**src/rtl/rosc_fm_pkg.sv**
```systemverilog
package rosc_fm_pkg;
  localparam logic [7:0] OFS_CTRL   = 8'h00;
  localparam logic [7:0] OFS_RESULT = 8'h0C;
  localparam logic [7:0] OFS_STATUS = 8'h10;
  localparam int         STS_FRCK_BIT  = 8;
  localparam int         STS_VALID_BIT = 0;

  typedef enum logic [1:0] {
    ST_IDLE = 2'd0,
    ST_ARM  = 2'd1,
    ST_RUN  = 2'd2,
    ST_DONE = 2'd3
  } fm_state_t;
endpackage

```
**src/rtl/rosc_fm_edge_sync.sv**
```systemverilog
module rosc_fm_edge_sync #(
  parameter int STAGES = 2
) (
  input  logic clk,
  input  logic rst,
  input  logic async_in,
  output logic rise
);
  logic [STAGES:0] shreg;

  always_ff @(posedge clk) begin
    if (rst) shreg <= '0;
    else     shreg <= {shreg[STAGES-1:0], async_in};
  end

  // stage STAGES-1 is the last synchroniser flop, stage STAGES its delayed copy
  always_ff @(posedge clk) begin
    if (rst) rise <= 1'b0;
    else     rise <= shreg[STAGES-1] & ~shreg[STAGES];
  end
endmodule

```
**src/rtl/rosc_fm_regs.sv**
```systemverilog
module rosc_fm_regs
  import rosc_fm_pkg::*;
#(
  parameter int ADDR_W = 8,
  parameter int CNT_W  = 24,
  parameter int RES_W  = 32
) (
  input  logic              clk,
  input  logic              rst,
  input  logic              reg_we,
  input  logic [ADDR_W-1:0] reg_addr,
  input  logic [31:0]       reg_wdata,
  output logic [31:0]       reg_rdata,
  input  logic              valid,
  input  logic [RES_W-1:0]  result,
  output logic [CNT_W-1:0]  win_len,
  output logic              meter_en,
  output logic              meter_en_rise,
  output logic              frck_en
);
  localparam int EN_BIT = CNT_W;

  logic meter_en_d;
  logic [31:0] rd_next;

  always_ff @(posedge clk) begin
    if (rst) begin
      win_len    <= '0;
      meter_en   <= 1'b0;
      meter_en_d <= 1'b0;
      frck_en    <= 1'b0;
    end else begin
      meter_en_d <= meter_en;
      if (reg_we && reg_addr == ADDR_W'(OFS_CTRL)) begin
        win_len  <= reg_wdata[CNT_W-1:0];
        meter_en <= reg_wdata[EN_BIT];
      end
      if (reg_we && reg_addr == ADDR_W'(OFS_STATUS))
        frck_en <= reg_wdata[STS_FRCK_BIT];
    end
  end

  assign meter_en_rise = meter_en & ~meter_en_d;

  always_comb begin
    rd_next = '0;
    if (reg_addr == ADDR_W'(OFS_CTRL)) begin
      rd_next[CNT_W-1:0] = win_len;
      rd_next[EN_BIT]    = meter_en;
    end else if (reg_addr == ADDR_W'(OFS_STATUS)) begin
      rd_next[STS_FRCK_BIT]  = frck_en;
      rd_next[STS_VALID_BIT] = valid;
    end else if (reg_addr == ADDR_W'(OFS_RESULT)) begin
      rd_next[RES_W-1:0] = result;
    end
  end

  always_ff @(posedge clk) begin
    if (rst) reg_rdata <= '0;
    else     reg_rdata <= rd_next;
  end
endmodule

```
**src/rtl/rosc_fm_core.sv**
```systemverilog
module rosc_fm_core
  import rosc_fm_pkg::*;
#(
  parameter int CNT_W = 24,
  parameter int RES_W = 32
) (
  input  logic             clk,
  input  logic             rst,
  input  logic             meter_en,
  input  logic             start,
  input  logic [CNT_W-1:0] win_len,
  input  logic             osc_rise,
  output logic             valid,
  output logic             busy,
  output logic [RES_W-1:0] result
);
  localparam logic [RES_W-1:0] RES_MAX = '1;

  fm_state_t        state;
  logic [CNT_W-1:0] win_cnt;
  logic             last_edge;

  assign last_edge = ({1'b0, win_cnt} + 1'b1) == {1'b0, win_len};

  always_ff @(posedge clk) begin
    if (rst) begin
      state   <= ST_IDLE;
      win_cnt <= '0;
      result  <= '0;
    end else if (!meter_en) begin
      state <= ST_IDLE;
    end else begin
      case (state)
        ST_IDLE: if (start) begin
          result  <= '0;
          win_cnt <= '0;
          state   <= (win_len == '0) ? ST_DONE : ST_ARM;
        end
        ST_ARM: if (osc_rise) state <= ST_RUN;
        ST_RUN: begin
          if (result != RES_MAX) result <= result + 1'b1;
          if (osc_rise) begin
            if (last_edge) state <= ST_DONE;
            else           win_cnt <= win_cnt + 1'b1;
          end
        end
        default: state <= ST_DONE;
      endcase
    end
  end

  assign valid = (state == ST_DONE);
  assign busy  = (state == ST_ARM) || (state == ST_RUN);
endmodule

```
**src/rtl/rosc_freq_meter.sv**
```systemverilog
module rosc_freq_meter #(
  parameter int ADDR_W      = 8,
  parameter int CNT_W       = 24,
  parameter int RES_W       = 32,
  parameter int SYNC_STAGES = 2
) (
  input  logic              clk,
  input  logic              rst,
  input  logic              meas_clk,
  input  logic              reg_we,
  input  logic [ADDR_W-1:0] reg_addr,
  input  logic [31:0]       reg_wdata,
  output logic [31:0]       reg_rdata
);
  logic [CNT_W-1:0] win_len;
  logic             meter_en;
  logic             meter_en_rise;
  logic             frck_en;
  logic             osc_rise;
  logic             start;
  logic             valid;
  logic             busy;
  logic [RES_W-1:0] result;

  assign start = meter_en_rise & frck_en;

  rosc_fm_regs #(.ADDR_W(ADDR_W), .CNT_W(CNT_W), .RES_W(RES_W)) u_regs (
    .clk(clk), .rst(rst), .reg_we(reg_we), .reg_addr(reg_addr),
    .reg_wdata(reg_wdata), .reg_rdata(reg_rdata), .valid(valid),
    .result(result), .win_len(win_len), .meter_en(meter_en),
    .meter_en_rise(meter_en_rise), .frck_en(frck_en)
  );

  rosc_fm_edge_sync #(.STAGES(SYNC_STAGES)) u_sync (
    .clk(clk), .rst(rst), .async_in(meas_clk), .rise(osc_rise)
  );

  rosc_fm_core #(.CNT_W(CNT_W), .RES_W(RES_W)) u_core (
    .clk(clk), .rst(rst), .meter_en(meter_en), .start(start),
    .win_len(win_len), .osc_rise(osc_rise), .valid(valid),
    .busy(busy), .result(result)
  );
endmodule

```
**config.mk**
```make
export PLATFORM = sky130hd
export DESIGN_NAME = rosc_freq_meter
export DESIGN_NICKNAME = d
export VERILOG_FILES = /design/src/rtl/rosc_fm_pkg.sv /design/src/rtl/rosc_fm_edge_sync.sv /design/src/rtl/rosc_fm_regs.sv /design/src/rtl/rosc_fm_core.sv /design/src/rtl/rosc_freq_meter.sv
export SDC_FILE = /design/constraint.sdc
export NUM_CORES = 1
export LEC_CHECK = 0
export ABC_CLOCK_PERIOD_IN_PS = 3490
export CORE_MARGIN = 10
export CORE_UTILIZATION = 45
export CTS_BUF_LIST = sky130_fd_sc_hd__clkbuf_4 sky130_fd_sc_hd__clkbuf_8
export DETAILED_ROUTE_END_ITERATION = 6
export PLACE_DENSITY = 0.64
export SYNTH_ARGS = -nofsm -noshare
export SYNTH_HDL_FRONTEND = slang
export SYNTH_SLANG_ARGS = --single-unit
```
**constraint.sdc**
```tcl
create_clock -name clk -period 3.49 [get_ports clk]
set_input_delay 1.047 -clock clk [delete_from_list [all_inputs] [get_ports clk]]
set_output_delay 1.047 -clock clk [all_outputs]
set_load 0.05 [all_outputs]
```
==> metrics.txt, run 1 <==
status complete, but fails checks; failing checks DRC; setup violators final 0; Clock Path Buffers 2; row count 41; syn_nets 728; layout cells sized above 1 0.0957; Peak Freq 305 MHz; initial drt markers slightly above 400; post-synth top area cell dfxtp_1; Yosys cell types 57; Overflow after GRT 0; H-Tree Depth 4; CP Capture Type register; Fin Hold WS around 380 ps; routed vias 5171; Hold Fails Final Rpt 0; Sw Share 0.216; RSZ-0062 raised after global routing no; Cell Area, Synth 0.00574 sq mm; Rel. slew slack 0.528; fill count 1191; DRC errors left 1; first-pass GRT wire length 25500 microns; pin count of the biggest net entering global routing 37; Cells on Worst Hold Path 1; DR vias/cell roughly 5.5; fin cells roughly 940; clock sink total 121; top cell type's share of synthesized area 0.422; Core ar. roughly 0.013 sq mm; reg2reg start u_core.win_cnt[0]; DP HPWL about 11000 microns; nets@finish 797; Hold Path Sink u_sync.rise; P_sw between 600 and 700 uW; crit-path max FO 20; final worst path period need 3270 ps; Async S/R FF share, synth 0; vias in the first global route 4947; sequential fraction of the synthesis area 0.422; placer congestion estimate 0.877; synth top area cells dfxtp_1, nand2_1, xnor2_1; IO Pins 76; DR pass1 iterations 7; Die Span X 133 microns; ant diodes 0; Post-synth EDFFs 0; Initial Util 0.457; clock network power share 0.479; Fin Clk Skew 10.5 ps; CTS tree yes; Comb pwr share 0.027; sequential share of power 0.494; PortBufs 68; period utilisation layout 0.938; Worst setup SP type register; multi-input logic area between 0.003 and 0.004 sq mm; Synth Warn # 0; Hold Path Origin u_sync.shreg[2]; CTS clock-pin slew for the worst setup and hold paths 70 ps; Inserted Clock Buffers 17; Cell Int Power about 2.2 mW; hold crit path type reg -> reg; GRT Overall Usage 0.177; drt total wl ~15000 microns; Primary FF master, synth dfxtp_1; #FFs+latches synth between 100 and 150; initial antenna violation count 0; FF+latch area 0.00242 sq mm; CTS root buf clkbuf_8; die area 0.0177 sq mm; Leakage between 2 and 3 nW; synthesized instance count 682; Worst EP required 3830 ps; R2R cell count 10; critical setup path kind reg -> reg; R2R setup slack 220 ps; Critical R2R Capture u_core.win_cnt[10]; Power Density a little under 400 mW/mm^2; Slew Limit Fails 0; slew of the pin with the lowest slew margin 705 ps; critical path arrival 3610 ps; Placed Instances 904; ANT nets after route 0; Max VDD drop approximately 0.00026 V; worst-skew pair later-pin latency 460 ps; synth-to-layout area growth 23.7%; Syn Area/Cell between 8 and 9 sq um; DR WL/cell between 15 and 20 microns; # Max-Cap Violations 0; setup TNS 0 ps; die height 133 microns
-- repair_timing --
item / CTS / global route
buffers inserted: 0 / 0
resized for setup: 0 / 3
hold endpoints to repair: 0 / 0
endpoints found under the setup margin: 0 / 23
hold buffers: 0 / 0
-- sequential cells by signal (all words and copies together) (netlist names), 2 cells and up --
signal,cells
u_core.win_cnt,24
u_core.state,2
u_regs.reg_rdata,32
u_sync.shreg,3
u_core.result,32
u_regs.win_len,24
-- worst max-delay path, stage by stage, from the launching register on --
cell	delay, ps
dfxtp_1	430
ha_1	240
nand4_1	150
or4_4	550
xnor2_1	150
a31oi_1	140
or4b_4	500
nor4_4	380
buf_6	260
nor4b_1	80
a221o_1	270
-- cells in the mapped netlist, drive strengths merged, types with 14 or more instances --
cell type	n
a21oi	41
a221o	19
a22o	27
and2	15
buf	14
clkbuf	29
dfxtp	121
nand2	97
nand3	23
nand4	20
nor2	68
nor3	29
nor4	16
xnor2	29
xor2	28
-- worst max path at each step --
stage	from	to	slack, ps
finish	u_core.win_cnt[0]	u_core.win_cnt[10]	220
global route	u_core.win_cnt[0]	u_core.win_cnt[10]	40
CTS	u_core.win_cnt[7]	u_core.win_cnt[13]	40
detailed placement	u_core.win_cnt[7]	u_core.win_cnt[0]	70
global placement	u_core.win_cnt[7]	u_core.win_cnt[13]	160
floorplan	u_core.win_cnt[0]	u_core.win_cnt[12]	310
-- power groups by stage --
stage	registers, mW	logic [mW]	clock network (mW)
floorplan	1.41	0.0230	0
global placement	1.42	0.0738	0
detailed placement	1.42	0.0747	0
CTS	1.38	0.0751	1.36
global route	1.38	0.0800	1.43
finish	1.38	0.0750	1.34
-- cells in the final DEF, fill, tap and decap left out, types with 15 or more instances in the layout --
master and instances:
a221o_1 19, a21oi_1 41, and2_1 15, nor2_1 67, clkbuf_8 20, xor2_1 28
xnor2_1 29, buf_4 23, nand4_1 19, dfxtp_1 121, nand2_1 97, a22o_1 27
nor3_1 27, nand3_1 23, clkdlybuf4s50_1 68
-- cell type report --
class / instances / share of cell area
Multi-Input combinational cell: 506 / 0.437
Clock inverter: 10 / 0.0203
Inverter: 12 / 0.00634
Clock buffer: 21 / 0.0398
Tap cell: 172 / 0.0303
Sequential cell: 121 / 0.341
Timing Repair Buffer: 93 / 0.125
-- kinds of logic after synthesis --
group,Yosys count,share of synthesized area
buffers and inverters,55,0.0403
AO/OA/AOI/OAI,120,0.151
multiplexers,4,0.00741
flip-flops,121,0.422
XOR/XNOR,57,0.0870
AND/OR/NAND/NOR,323,0.288
adder cells (fa/ha/maj),2,0.00436
-- metrics by stage --
| stage | setup slack, ps | cell area [sq um] | total power [mW] | utilization |
|---|---|---|---|---|
| 2_1_floorplan | 313 | 5740 | 1.44 | - |
| 3_3_place_gp | 159 | 6660 | 1.49 | 0.530 |
| 3_5_place_dp | 74.8 | 6660 | 1.49 | 0.530 |
| 4_1_cts | 42.1 | 7090 | 2.82 | 0.564 |
| 5_1_grt | 39.9 | 7100 | 2.89 | 0.565 |
| 6_report | 216 | 7100 | 2.80 | 0.565 |
-- per-layer routing --
metal	share of wire	vias up	GRT usage
li1	-	2558	-
met1	0.47	2462	0.227
met2	0.46	127	0.278
met3	0.050	24	0.0522
met4	0.015	0	0.0581
met5	0	-	0
Power figures use the tool's default switching activity.
==> inputs of run 2 (changes only) <==
- MAX_ROUTING_LAYER: default -> met4
==> run 2 against run 1 <==
- setup slack improved by 8.9 ps
- design area fell by 0.30%
- wire length rose by 1.1%
- non-clock buffer count fell by 1
- total power fell by 0.51%
- count of clock-buffer cells in the layout fell by 3
- die area did not move
- first-iteration DRC count fell by 4.1%
- clock skew fell by 0.50 ps
- largest cell class unchanged
- the flow now finishes without violations
- register-to-register slack barely moved
- critical path depth rose by 1
- clock power barely moved
==> metrics.txt, run 2 (synthesis gave the netlist of run 1 again) <==
commonest non-fill, non-tap cell in the layout dfxtp_1; Max VDD drop 0.000216 V; Fin Hold WS 393 ps; Fin Clk Skew 10.0 ps; Cells on Worst Hold Path 1; Placed Instances 902; Critical R2R Capture u_core.win_cnt[8]; critical setup path kind reg -> reg; R2R cell count 11; dpl cell area 0.00664 sq mm; critical path arrival roughly 3600 ps; DR WL/cell 16.7 microns; Power Density approximately 390 mW/mm^2; die height 133 microns; # Max-Cap Violations 0; Worst EP required 3820 ps; routed vias 5143; slew of the pin with the lowest slew margin 693 ps; pin count of the biggest net entering global routing 37; layout cells sized above 1 0.0944; DR pass1 iterations 5; crit-path max FO 20; Initial Util 0.457; nets@finish around 800; Overflow after GRT 0; PortBufs ~70; setup TNS 0 ps; Worst setup SP type register; setup violators final 0; Core ar. 0.0126 sq mm; hold crit path type reg -> reg; worst-skew pair later-pin latency 450 ps; initial drt markers 394; row count 41; ANT nets after route 0; total power 2.79 mW; DP HPWL 11400 microns; CTS clock-pin slew for the worst setup and hold paths about 70 ps; drt total wl 15600 microns; R2R setup slack 220 ps; reg2reg start u_core.win_cnt[0]; ant diodes 0; status complete, no violations; CP Capture Type register; Inserted Clock Buffers 17; Final WS setup between 200 and 250 ps; placer congestion estimate 0.931; Hold Path Origin u_sync.shreg[2]; Hold Fails Final Rpt 0; most frequent cells in the layout dfxtp_1, nand2_1, clkdlybuf4s50_1, nor2_1, a21oi_1; period utilisation layout 0.936; RSZ-0062 raised after global routing no; IO Pins 76; CTS tree yes; fin cells 935; GRT Overall Usage 0.182; H-Tree Depth 4; final worst path period need 3270 ps; first-pass GRT wire length 25600 microns; Clock Path Buffers 2; Final Cell Area about 0.007 sq mm; clock sink total 121; die area 0.0177 sq mm; vias in the first global route 5017; Rel. slew slack 0.537; synth-to-layout area growth 23.4%; Post-CTS Hold Buffers 0; largest registers u_core.result (32), u_regs.reg_rdata (32); fill count 1171; dpl ws 56.8 ps; Hold Path Sink u_sync.rise; DRC errors left 0; Leakage approximately 2.5 nW; initial antenna violation count 0; Die Span X 133 microns; Slew Limit Fails 0; Peak Freq between 300 and 400 MHz; CTS root buf clkbuf_8; final core occ 0.563; DR vias/cell 5.50
-- run 2: cell types whose count changed in the layout (fill, tap and decap cells not counted), sizes merged --
cell | previous run | this run
clkbuf | 21 | 18
clkinvlp | 3 | 1
clkinv | 4 | 7
inv | 12 | 15
buf | 25 | 24
-- run 2: per-layer routing --
layer  GRT usage  wire length, microns
met1       0.224                  7290
met2       0.284                  7230
met3      0.0424                   757
met4      0.0691                   304
met5           -                     0
-- run 2: critical path, stage by stage (launching register included) --
cell     delay [ps]
dfxtp_1         430
ha_1            210
nand4_1         140
or4_4           550
xnor2_1         150
a31oi_1         150
or4b_4          500
nor4_4          270
buf_4           180
buf_6           200
nor4b_1          80
a221o_1         260
-- run 2: area by class of cell --
cell class | count | area (sq um) | share of cell area
clock buffers | 18 | 248 | 0.0350
clock inverters | 14 | 170 | 0.0240
inverters | 12 | 45.0 | 0.00636
multi-input cells | 506 | 3100 | 0.438
flip-flops and latches | 121 | 2420 | 0.342
well taps | 172 | 215 | 0.0304
repair buffers | 92 | 877 | 0.124
-- run 2: where the power goes --
group          switching, mW  total, mW  internal (mW)
sequential           0.00132       1.38           1.38
clock                  0.599       1.33          0.728
combinational         0.0309     0.0749         0.0440
-- run 2: how the worst max path moves through the flow --
stage / start / to / slack (ps) / depth (start not counted)
2_1_floorplan: u_core.win_cnt[0] / u_core.win_cnt[12] / 310 / 10
3_3_place_gp: u_core.win_cnt[6] / u_core.win_cnt[13] / 70 / 8
3_5_place_dp: u_core.win_cnt[6] / u_core.win_cnt[13] / 60 / 8
4_1_cts: u_core.win_cnt[6] / u_core.win_cnt[13] / 50 / 8
5_1_grt: u_core.win_cnt[0] / u_core.win_cnt[10] / 10 / 11
6_report: u_core.win_cnt[0] / u_core.win_cnt[8] / 220 / 11
-- run 2: what timing repair did --
item / 4_1_cts / 5_1_grt
setup endpoints to repair: 0 / 24
buffers inserted: 0 / 1
endpoints found under the hold margin: 0 / 0
gates resized for setup: 0 / 2
==> inputs of run 3 (changes only) <==
- ABC_CLOCK_PERIOD_IN_PS: 3490 -> 3700
- clock period: 3.49 -> 3.7 ns (I/O delays scaled with it)
==> run 3 against run 2 <==
- clock power about the same
- combinational power decreased by 5.1%
- register-to-register slack improved by 40 ps
- via count increased by 0.64%
- non-clock buffer count decreased by 9
- critical path depth decreased by 1
- largest power group is now clock
==> metrics.txt, run 3 (synthesis gave the netlist of run 1 again) <==
status complete, no violations; H-Tree Depth 4; Hold Path Origin u_sync.shreg[2]; Core ar. 0.0126 sq mm; clock sink total between 100 and 150; worst-skew pair later-pin latency 440 ps; critical path arrival roughly 3800 ps; commonest non-fill, non-tap cell in the layout dfxtp_1; first-pass GRT wire length 25200 microns; critical setup path kind reg -> reg; RSZ-0062 raised after global routing no; pin count of the biggest net entering global routing 38; fin cells 925; ant diodes 0; # Max-Cap Violations 0; Slew Limit Fails 0; CP Capture Type register; Worst EP required 4020 ps; drt total wl 15500 microns; Rel. slew slack 0.430; setup TNS 0 ps; IO Pins 76; Placed Instances 894; nets@finish between 700 and 800; DR pass1 iterations 5; CTS clock-pin slew for the worst setup and hold paths 70 ps; CTS root buf clkbuf_8; Max VDD drop approximately 0.00026 V; Power Density about 380 mW/mm^2; reg2reg start u_core.win_cnt[0]; Initial Util 0.457; largest registers u_core.result (32), u_regs.reg_rdata (32); Overflow after GRT 0; Hold Fails Final Rpt 0; Clock Path Buffers 2; synth-to-layout area growth 22.7%; Leakage 2.49 nW; vias in the first global route 4915; DP HPWL 11200 microns; R2R setup slack 260 ps; slew of the pin with the lowest slew margin 843 ps; die area 0.0177 sq mm; ANT nets after route 0; final worst path period need 3440 ps; most frequent cells in the layout dfxtp_1, nand2_1, clkdlybuf4s50_1, nor2_1, a21oi_1; PortBufs 68; layout cells sized above 1 0.0823; FF+latch area 0.00242 sq mm; Inserted Clock Buffers 17; DR vias/cell about 5.6; Peak Freq 291 MHz; GRT Overall Usage 0.179; Post-CTS Hold Buffers 0; Fin Clk Skew between 9 and 10 ps; Post-CTS Setup Inserts 0; initial antenna violation count 0; period utilisation layout 0.929; die height between 100 and 150 microns; hold crit path type reg -> reg; Worst setup SP type register; DRC errors left 0; row count 41; setup violators final 0; DR WL/cell 16.7 microns; multi-input logic area 0.00310 sq mm; critical path launch point u_core.win_cnt[0]; routed vias just over 5000; final core occ 0.560; CTS tree yes; crit-path max FO 20; initial drt markers 384; fill count 1167; placer congestion estimate 0.923; Die Span X 133 microns
[run 3: layout make-up]
class / count / share of cell area
Inverter: 12 / 0.00640
Timing Repair Buffer: 83 / 0.117
Multi-Input combinational cell: 506 / 0.440
Sequential cell: 121 / 0.344
Tap cell: 172 / 0.0306
Clock buffer: 20 / 0.0382
Clock inverter: 11 / 0.0240
[run 3: final timing paths]
path,end,cells after the start
hold / removal,u_sync.rise,1
setup reg to reg,u_core.win_cnt[20],10
setup / recovery,u_core.win_cnt[20],10
hold reg to reg,u_sync.rise,1
[run 3: where the power goes]
| part | switching (mW) | internal, mW |
|---|---|---|
| clock | 0.534 | 0.775 |
| sequential | 0.00127 | 1.30 |
| combinational | 0.0295 | 0.0415 |
[run 3: through the flow]
stage | hold slack, ps | worst slack (ps) | instance area (sq um) | power [mW]
after floorplan | 367 | 523 | 5740 | 1.36
after global placement | 374 | 293 | 6600 | 1.40
after detailed placement | 377 | 249 | 6600 | 1.41
after CTS | 392 | 230 | 7030 | 2.71
after global routing | 400 | 59.8 | 7040 | 2.77
final | 390 | 263 | 7040 | 2.68
[run 3: timing repair]
action / CTS / global route
endpoints found under the hold margin: 0 / 0
endpoints found under the setup margin: 0 / 5
gates resized for setup: 0 / 2
[run 3: metal layers]
layer | GRT usage | wire, microns
met1 | 0.223 | 7230
met5 | - | 0
met3 | 0.0390 | 818
met2 | 0.278 | 7190
met4 | 0.0648 | 234
[run 3: worst max-delay path, cell delays in order, from the launching register on]
cell,delay [ps]
dfxtp_1,420
ha_1,360
nand4_1,190
or4_4,550
xnor2_1,150
a31oi_1,140
or4b_4,500
nor4_4,390
buf_6,260
nor3_1,90
a221o_1,270
